===== src/rtl/irq_nest_pkg.sv =====
package irq_nest_pkg;

    typedef enum logic [1:0] {
        ACK_IDLE  = 2'd0,
        ACK_P1    = 2'd1,
        ACK_GAP   = 2'd2,
        ACK_P2    = 2'd3
    } ack_state_e;

    typedef enum logic [1:0] {
        EOI_NONE    = 2'd0,
        EOI_NONSPEC = 2'd1,
        EOI_SPEC    = 2'd2
    } eoi_kind_e;

endpackage


===== src/rtl/irq_prio_pick.sv =====
// Fixed-priority resolver: lowest set index wins; returns N-1 when empty.
module irq_prio_pick #(
    parameter int N  = 8,
    parameter int IW = $clog2(N)
) (
    input  logic [N-1:0]  req,
    output logic [IW-1:0] idx,
    output logic          hit
);
    always_comb begin
        hit = |req;
        idx = IW'(N - 1);
        for (int i = N - 1; i >= 0; i--) begin
            if (req[i]) idx = IW'(i);
        end
    end
endmodule


===== src/rtl/irq_ack_fsm.sv =====
module irq_ack_fsm
    import irq_nest_pkg::*;
(
    input  logic clk,
    input  logic rst_n,
    input  logic inta,
    output logic ack_start,
    output logic ack_end,
    output logic in_p2
);
    ack_state_e state_q, state_d;

    always_ff @(posedge clk) begin
        if (!rst_n) state_q <= ACK_IDLE;
        else        state_q <= state_d;
    end

    always_comb begin
        state_d = state_q;
        unique case (state_q)
            ACK_IDLE: if (inta)  state_d = ACK_P1;
            ACK_P1:   if (!inta) state_d = ACK_GAP;
            ACK_GAP:  if (inta)  state_d = ACK_P2;
            ACK_P2:   if (!inta) state_d = ACK_IDLE;
        endcase
    end

    always_comb begin
        ack_start = 1'b0;
        ack_end   = 1'b0;
        in_p2     = 1'b0;
        unique case (state_q)
            ACK_IDLE: ack_start = inta;
            ACK_P1:   ;
            ACK_GAP:  ;
            ACK_P2: begin
                in_p2   = 1'b1;
                ack_end = !inta;
            end
        endcase
    end

    // the second pulse is only entered from the gap
    p_second_pulse_after_gap_r4: assert property (@(posedge clk) disable iff (!rst_n)
        (state_q == ACK_P2 && $past(state_q) != ACK_P2) |-> $past(state_q) == ACK_GAP);

endmodule


===== src/rtl/irq_eoi_decode.sv =====
module irq_eoi_decode
    import irq_nest_pkg::*;
#(
    parameter int N  = 8,
    parameter int IW = $clog2(N)
) (
    input  logic          cmd_wr,
    input  logic          cmd_eoi,
    input  logic          cmd_sl,
    input  logic          cmd_rot,
    input  logic [IW-1:0] cmd_lvl,
    input  logic          auto_fire,
    input  logic          smm_en,
    input  logic [N-1:0]  isr,
    input  logic [N-1:0]  imr,
    output logic [N-1:0]  clr
);
    logic [N-1:0]  elig;
    logic [IW-1:0] ns_idx;
    logic          ns_hit;
    eoi_kind_e     kind;

    assign elig = smm_en ? (isr & ~imr) : isr;

    irq_prio_pick #(.N(N), .IW(IW)) u_ns_pick (
        .req (elig),
        .idx (ns_idx),
        .hit (ns_hit)
    );

    always_comb begin
        if (cmd_wr && cmd_eoi && !cmd_rot) kind = cmd_sl ? EOI_SPEC : EOI_NONSPEC;
        else                               kind = EOI_NONE;
    end

    always_comb begin
        clr = '0;
        unique case (kind)
            EOI_SPEC:    clr = N'(1) << cmd_lvl;
            EOI_NONSPEC: if (ns_hit) clr = N'(1) << ns_idx;
            default:     clr = '0;
        endcase
        if (auto_fire && ns_hit) clr = clr | (N'(1) << ns_idx);
    end

endmodule


===== src/rtl/irq_nest_ctrl.sv =====
module irq_nest_ctrl
    import irq_nest_pkg::*;
#(
    parameter int N     = 8,
    parameter int VEC_W = 8,
    localparam int IW   = $clog2(N),
    localparam int BW   = VEC_W - IW
) (
    input  logic          clk,
    input  logic          rst_n,
    input  logic [N-1:0]  irq_in,
    input  logic          mask_wr,
    input  logic [N-1:0]  mask_din,
    input  logic          base_wr,
    input  logic [BW-1:0] base_din,
    input  logic          cfg_wr,
    input  logic          cfg_auto_eoi,
    input  logic          cfg_smm,
    input  logic          cmd_wr,
    input  logic          cmd_eoi,
    input  logic          cmd_sl,
    input  logic          cmd_rot,
    input  logic [IW-1:0] cmd_lvl,
    input  logic          inta,
    output logic          int_out,
    output logic [VEC_W-1:0] vec_out,
    output logic          vec_valid
);
    logic [N-1:0]  irr_q, imr_q, isr_q;
    logic [BW-1:0] base_q;
    logic          auto_q, smm_q;
    logic [IW-1:0] lvl_q;

    logic [IW-1:0] p_idx, s_idx;
    logic          p_hit, s_hit;
    logic          int_req;
    logic          ack_start, ack_end, in_p2, auto_fire;
    logic [N-1:0]  win_oh, clr;

    irq_prio_pick #(.N(N), .IW(IW)) u_pend_pick (
        .req (irr_q & ~imr_q),
        .idx (p_idx),
        .hit (p_hit)
    );

    irq_prio_pick #(.N(N), .IW(IW)) u_serv_pick (
        .req (isr_q),
        .idx (s_idx),
        .hit (s_hit)
    );

    irq_ack_fsm u_ack (
        .clk       (clk),
        .rst_n     (rst_n),
        .inta      (inta),
        .ack_start (ack_start),
        .ack_end   (ack_end),
        .in_p2     (in_p2)
    );

    assign auto_fire = ack_end && auto_q;

    irq_eoi_decode #(.N(N), .IW(IW)) u_eoi (
        .cmd_wr    (cmd_wr),
        .cmd_eoi   (cmd_eoi),
        .cmd_sl    (cmd_sl),
        .cmd_rot   (cmd_rot),
        .cmd_lvl   (cmd_lvl),
        .auto_fire (auto_fire),
        .smm_en    (smm_q),
        .isr       (isr_q),
        .imr       (imr_q),
        .clr       (clr)
    );

    assign int_req = p_hit && (!s_hit || (p_idx < s_idx));
    assign int_out = int_req;
    assign win_oh  = (ack_start && int_req) ? (N'(1) << p_idx) : '0;

    always_ff @(posedge clk) begin
        if (!rst_n) begin
            irr_q  <= '0;
            imr_q  <= '0;
            isr_q  <= '0;
            base_q <= '0;
            auto_q <= 1'b0;
            smm_q  <= 1'b0;
            lvl_q  <= '0;
        end else begin
            irr_q <= irq_in & ~win_oh;
            isr_q <= (isr_q | win_oh) & ~clr;
            if (mask_wr) imr_q  <= mask_din;
            if (base_wr) base_q <= base_din;
            if (cfg_wr) begin
                auto_q <= cfg_auto_eoi;
                smm_q  <= cfg_smm;
            end
            if (ack_start) lvl_q <= int_req ? p_idx : IW'(N - 1);
        end
    end

    always_comb begin
        vec_valid = in_p2;
        vec_out   = in_p2 ? {base_q, lvl_q} : '0;
    end

    // the chosen level is in service one cycle after the first pulse starts
    p_isr_set_on_ack_r5: assert property (@(posedge clk) disable iff (!rst_n)
        (ack_start && int_req && !cmd_wr) |=> (isr_q & $past(win_oh)) != '0);

    // nothing outranks level 0 once it is in service
    p_top_level_blocks_r3: assert property (@(posedge clk) disable iff (!rst_n)
        isr_q[0] |-> !int_out);

    // reserved command encodings leave the in-service register untouched
    p_ignored_cmd_r9: assert property (@(posedge clk) disable iff (!rst_n)
        (cmd_wr && (cmd_rot || !cmd_eoi) && !ack_start && !auto_fire) |=> $stable(isr_q));

    // a non-specific command removes at most one bit and adds none
    p_nonspec_single_r7: assert property (@(posedge clk) disable iff (!rst_n)
        (cmd_wr && cmd_eoi && !cmd_sl && !cmd_rot && !ack_start && !auto_fire)
        |=> (($countones(isr_q) + 1 >= $countones($past(isr_q)))
             && ((isr_q & ~$past(isr_q)) == '0)));

    // automatic mode releases a level at the end of the second pulse
    p_auto_release_r11: assert property (@(posedge clk) disable iff (!rst_n)
        (ack_end && auto_q && !smm_q && (isr_q != '0))
        |=> $countones(isr_q) < $countones($past(isr_q)));

endmodule


===== config.mk =====
export PLATFORM = sky130hd
export DESIGN_NAME = irq_nest_ctrl
export DESIGN_NICKNAME = d
export VERILOG_FILES = /design/src/rtl/irq_nest_pkg.sv /design/src/rtl/irq_prio_pick.sv /design/src/rtl/irq_ack_fsm.sv /design/src/rtl/irq_eoi_decode.sv /design/src/rtl/irq_nest_ctrl.sv
export SDC_FILE = /design/constraint.sdc
export NUM_CORES = 1
export LEC_CHECK = 0
export ABC_AREA = 1
export BUFFER_PORTS_ARGS = -buffer_cell sky130_fd_sc_hd__clkbuf_2
export CORE_AREA = 2 2 63 65
export DETAILED_ROUTE_END_ITERATION = 10
export DIE_AREA = 0 0 65 67
export PLACE_DENSITY = 0.82
export SLEW_MARGIN = 10
export SYNTH_ARGS = -nofsm -noshare
export SYNTH_HDL_FRONTEND = slang
export SYNTH_SLANG_ARGS = --single-unit

===== constraint.sdc =====
create_clock -name clk -period 3.4 [get_ports clk]
set_input_delay 0.17 -clock clk [delete_from_list [all_inputs] [get_ports clk]]
set_output_delay 0.17 -clock clk [all_outputs]
set_load 0.05 [all_outputs]

# [Yosys cells after proc, flatten, opt, wreduce, memory -nomap -nowiden]
# Index checks and enable logic that the tools add are counted.
[totals] output_inout_bits=10 reg_bits=36 word_cells=83
[classes] mux=38 eq_ne=9 reduce_logical=15 bitwise_logic=9 shift=3 n_lt_le_gt_ge=1
[op_table] op="2-to-1 mux 3 bit" count=15
[op_table] op="2-to-1 mux 8 bit" count=5
[op_table] op="AND 8 bit" count=4
[op_table] op="NOT 8 bit" count=3
[op_table] op="OR reduction 8 bit" count=3
[op_table] op="left shift 1 x 3 -> 8 bit (first input constant)" count=3
[op_table] op="2-to-1 mux 2 bit" count=10
[op_table] op="bitwise OR 8 bit" count=2
[op_table] op="one-hot mux 8 bit (2 select lines)" count=1
[op_table] op="inequality test 2 bit (second input constant)" count=4
[op_table] op="one-hot mux 2 bit (4 select lines)" count=1
[op_table] op="== test 2 bit (second input constant)" count=3
[op_table] op="logical AND 1 bit" count=6
[op_table] op="2-to-1 mux 1 bit" count=6
[op_table] op="== test 2 x 1 -> 1 bit (second input constant)" count=2
[op_table] op="AND reduction 4 bit" count=1
[op_table] op="logical NOT 1 bit" count=3
[op_table] op="less-than comparator 3 bit" count=1
[op_table] op="logical NOT 2 bit" count=1
[op_table] op="logical OR 1 bit" count=1

# [Longest topological paths before layout]
[depth] word_depth=17 depth_mapped=15 ltp_nobuf=15

# [By module]
# From an unflattened synthesis, not the netlist that was laid out.
[hier_totals] hier_cells=348 hier_area_um2=2175.8
[by_module_without_submodules] mod="irq_nest_ctrl" cells_per_inst=209 area_each_um2=1477.7 instances=1
[by_module_without_submodules] mod="irq_eoi_decode" cells_per_inst=65 area_each_um2=287.8 instances=1
[by_module_without_submodules] mod="irq_prio_pick" cells_per_inst=16 area_each_um2=75.1 instances=3
[by_module_without_submodules] mod="irq_ack_fsm" cells_per_inst=26 area_each_um2=185.2 instances=1

# [Worst setup path before layout]
# OpenSTA, ideal clock, no wires.
[synth_path] path_type="register to register" startpoint="register imr_q[0]" endpoint="register lvl_q[0]" path_buffers=0 setup_time_ns=0.109 setup_slack_ns=1.284 t_arrival_ns=2.007 stages_incl_launch_ff=15 cell_sequence="dfxtp_1 > inv_1 > nand2_1 > nand2_1 > o21bai_1 > inv_1 > ha_1 > nand2_1 > inv_1 > nand2_1 > nand2_1 > a21boi_4 > nand3_1 > nand2_1 > inv_1"
[synth_via] elab_chain_cells=7 elab_cells_between_ends=8
[synth_lines] element="start: declaration" line_no="irq_nest_ctrl.sv:29" source="logic [N-1:0] irr_q, imr_q, isr_q;"
[synth_lines] element="start signal: assignment" line_no="irq_nest_ctrl.sv:92" source="if (mask_wr) imr_q <= mask_din;"
[synth_lines] element="NOT 8 bit *" line_no="irq_nest_ctrl.sv:41" source=".req (irr_q & ~imr_q),"
[synth_lines] element="AND 8 bit *" line_no="irq_nest_ctrl.sv:41"
[synth_lines] element="2-to-1 mux 3 bit" line_no="irq_prio_pick.sv:14" source="if (req[i]) idx = IW'(i);"
[synth_lines] element="less-than comparator 3 bit" line_no="irq_nest_ctrl.sv:76" source="assign int_req = p_hit && (!s_hit || (p_idx < s_idx));"
[synth_lines] element="logical OR 1 bit" line_no="irq_nest_ctrl.sv:76"
[synth_lines] element="logical AND 1 bit *" line_no="irq_nest_ctrl.sv:76"
[synth_lines] element="named net int_out" line_no="irq_nest_ctrl.sv:25" source="output logic int_out,"
[synth_lines] element="2-to-1 mux 3 bit *" line_no="irq_nest_ctrl.sv:98" source="if (ack_start) lvl_q <= int_req ? p_idx : IW'(N - 1);"
[synth_lines] element="end signal: assignment" line_no="irq_nest_ctrl.sv:98"
[synth_lines] element="end: declaration" line_no="irq_nest_ctrl.sv:32" source="logic [IW-1:0] lvl_q;"
# Mark *: on every way through the listed nets, which the timed path passes. The rest lies on a longest branch.
# A chain may end at the register's enable or synchronous reset.

# [Final worst setup path]
[layout_path] startpoint="register imr_q[0]" endpoint="output port int_out"
[layout_via] elab_chain_cells=6 elab_cells_between_ends=7
[layout_lines] element="NOT 8 bit *" line_no="irq_nest_ctrl.sv:41"
[layout_lines] element="AND 8 bit *" line_no="irq_nest_ctrl.sv:41"
[layout_lines] element="2-to-1 mux 3 bit" line_no="irq_prio_pick.sv:14"
[layout_lines] element="less-than comparator 3 bit" line_no="irq_nest_ctrl.sv:76"
[layout_lines] element="logical OR 1 bit" line_no="irq_nest_ctrl.sv:76"
[layout_lines] element="logical AND 1 bit *" line_no="irq_nest_ctrl.sv:76"
[layout_lines] element="end: declaration" line_no="irq_nest_ctrl.sv:25"
# Every way passes the cells marked *; elsewhere a longest branch is shown, timed or not.

==> impl_metrics.json <==
{
  "cts-buffers-inserted": 5,
  "syn2layout_area_growth_pct": 17.3,
  "synth_top_area_frac": 0.354,
  "holdCritPathClass": "in2reg",
  "drtIter0Drc": 87,
  "crit_type": "reg2out",
  "cts_resized": 0,
  "ir_drop_v": 0.000376,
  "relSlewSlack": 0.640,
  "worst-endpoint-required_ns": 3.23,
  "antenna_cells": 0,
  "fin_crit_ns": 2.49,
  "synth_top_area_cell": "dfxtp_1",
  "start_util": 0.564,
  "rows": 22,
  "htree_levels": 2,
  "wl_per_cell_um": 12.3,
  "tightestPinTransition_ns": 0.540,
  "ff2ff_path_depth": 14,
  "cts_tree": "yes",
  "multi_input_area_um2": 1070,
  "drtAntennaViolNets": 0,
  "outcome": "finished clean",
  "max_cap_viol_count": 0,
  "grt_max_degree": 31,
  "core_region_area_um2": 3610,
  "place_hpwl_mm": 3.86,
  "worstSetupEndpoint": "int_out",
  "insertion_delay_ns": 0.29,
  "placed_area_um2": 2300,
  "layout.area.seq_um2": 721,
  "firstDrtPassIters": 4,
  "wirelength_mm": 4.90,
  "io_buffers": 45,
  "path_clk_slew_ns": 0.07,
  "cts_buffer_depth": 2,
  "syn-cell-area_um2": 2030,
  "total_power_w": 0.00122,
  "cts-hold-fix-buffers": 0,
  "cp-start-kind": "register",
  "cp-end-kind": "output pin",
  "slew_viol_final": 0,
  "yosysSeqAreaShare": 0.354,
  "post_cts_buffers": 0,
  "worstReg2RegStart": "imr_q[0]",
  "tns_ns": 0,
  "cp.arrival_ns": 2.32,
  "leakagePower_nw": 1.28,
  "drc": 0,
  "antenna_found_initial": 0,
  "design_area_um2": 2390,
  "synth.avg_cell_area_um2": 6.74,
  "chipWidth_um": 65,
  "avgViaCountPerCell": 5.22,
  "synth.top_cells.by_area": "dfxtp_1 (35%), inv_1 (10%), nand2_1 (9.6%), nor2_1 (7.6%), nand4_1 (5.5%)",
  "die_y_um": 67,
  "r2r_slack_ns": 1.26,
  "vias": 2074,
  "boundaryPins": 46,
  "clock-sinks": 36,
  "finalNetCount": 391,
  "yosys_register_bits": 36,
  "skew_ns": 0.00267,
  "cts-root-buf": "clkbuf_8",
  "place_congestion": 0.928,
  "fin_crit_sh": 0.733,
  "grt_pass1_vias": 2029,
  "finalWorstSetupSlack_ns": 0.908,
  "synth.distinct_cells": 31,
  "rsz0062_at_grt": "false",
  "reg2reg_to": "irr_q[4]",
  "layout_common_cells": "inv_1 (54), nand2_1 (52), clkbuf_2 (45), nor2_1 (41), dfxtp_1 (36)",
  "power_density_nw_per_um2": 512,
  "place_ws_ns": 1.22,
  "crit_start": "imr_q[0]",
  "drive_above_1_share": 0.192,
  "netlist_instances": 302,
  "synth_nets": 345,
  "fill_cells": 342,
  "yosysWarnings": 0,
  "grt_pass1_wl_mm": 8.56,
  "grt.overflow.total": 0,
  "hold-worst-slack_ns": 0.0872,
  "fmax_mhz": 401,
  "hold_viol": 0,
  "setup_viol": 0,
  "layout_commonest_cell": "inv_1",
  "crit_fanout": 4,
  "grtUsageTotal": 0.258,
  "design.die.area_um2": 4360
}
## logic make-up after synthesis
logic type / after synthesis / synth area share
simple gates: 142 / 0.322
buf+inv: 64 / 0.119
compound gates: 53 / 0.162
flops: 36 / 0.354
fa+ha+maj: 7 / 0.0430
## flip-flops by register name, summed over array words and instances (netlist names)
register	flops
lvl_q	3
imr_q	8
isr_q	8
u_ack.state_q	2
smm_q	1
irr_q	8
auto_q	1
base_q	5
## critical path, stage by stage (launching register included)
cell and delay, ns:
dfxtp_1 0.30, inv_1 0.11, nand2_1 0.11, nand2_1 0.13
o21bai_1 0.18, inv_1 0.14, ha_1 0.31, nand2_1 0.06
inv_1 0.03, nand2_1 0.05, nand2_1 0.12, a21boi_4 0.19
clkbuf_2 0.30
## per-layer routing
| metal | track usage | up-vias | part of all wire |
|---|---|---|---|
| met5 | 0 | - | 0 |
| met4 | 0.109 | 0 | 0.023 |
| met3 | 0.0709 | 12 | 0.053 |
| met2 | 0.466 | 57 | 0.50 |
| met1 | 0.281 | 931 | 0.43 |
| li1 | - | 1074 | - |
## cell usage after synthesis, drive strengths merged
master	count
nand2	53
ha	7
a211oi	1
nor3	3
nand4	18
clkinv	1
o221ai	1
or4	1
o21ai	26
nor3b	1
o21bai	1
a21boi	1
a21oi	21
nor2	42
clkbuf	5
nor4	1
nand3	21
o2111ai	1
buf	1
inv	57
nand3b	2
o211ai	1
dfxtp	36
## worst min-delay path by stage
stage | start | to | depth (start not counted)
after detailed placement | irq_in[1] | irr_q[1] | 3
after global placement | irq_in[7] | irr_q[7] | 3
after CTS | irq_in[6] | irr_q[6] | 3
after global routing | irq_in[1] | irr_q[1] | 3
after floorplan | irq_in[6] | irr_q[6] | 2
final | irq_in[6] | irr_q[6] | 3
## per-stage QoR
| stage | util | std cells |
|---|---|---|
| after global placement | 0.637 | 389 |
| after CTS | 0.662 | 397 |
| after floorplan | - | 302 |
| after detailed placement | 0.637 | 389 |
| final | 0.662 | 397 |
| after global routing | 0.662 | 397 |
## power by group
group / switching [W] / internal, W
combinational: 0.000282 / 0.000136
sequential: 0.0000280 / 0.000470
clock: 0.000141 / 0.000165
total: 0.000450 / 0.000771
## final cells by class
| class | count | share of cell area |
|---|---|---|
| multi-input cells | 202 | 0.449 |
| flip-flops and latches | 36 | 0.302 |
| repair buffers | 45 | 0.0944 |
| inverters | 58 | 0.0912 |
| clock buffers | 8 | 0.0378 |
| well taps | 48 | 0.0252 |
No activity file was read; power rests on OpenSTA's default activity.
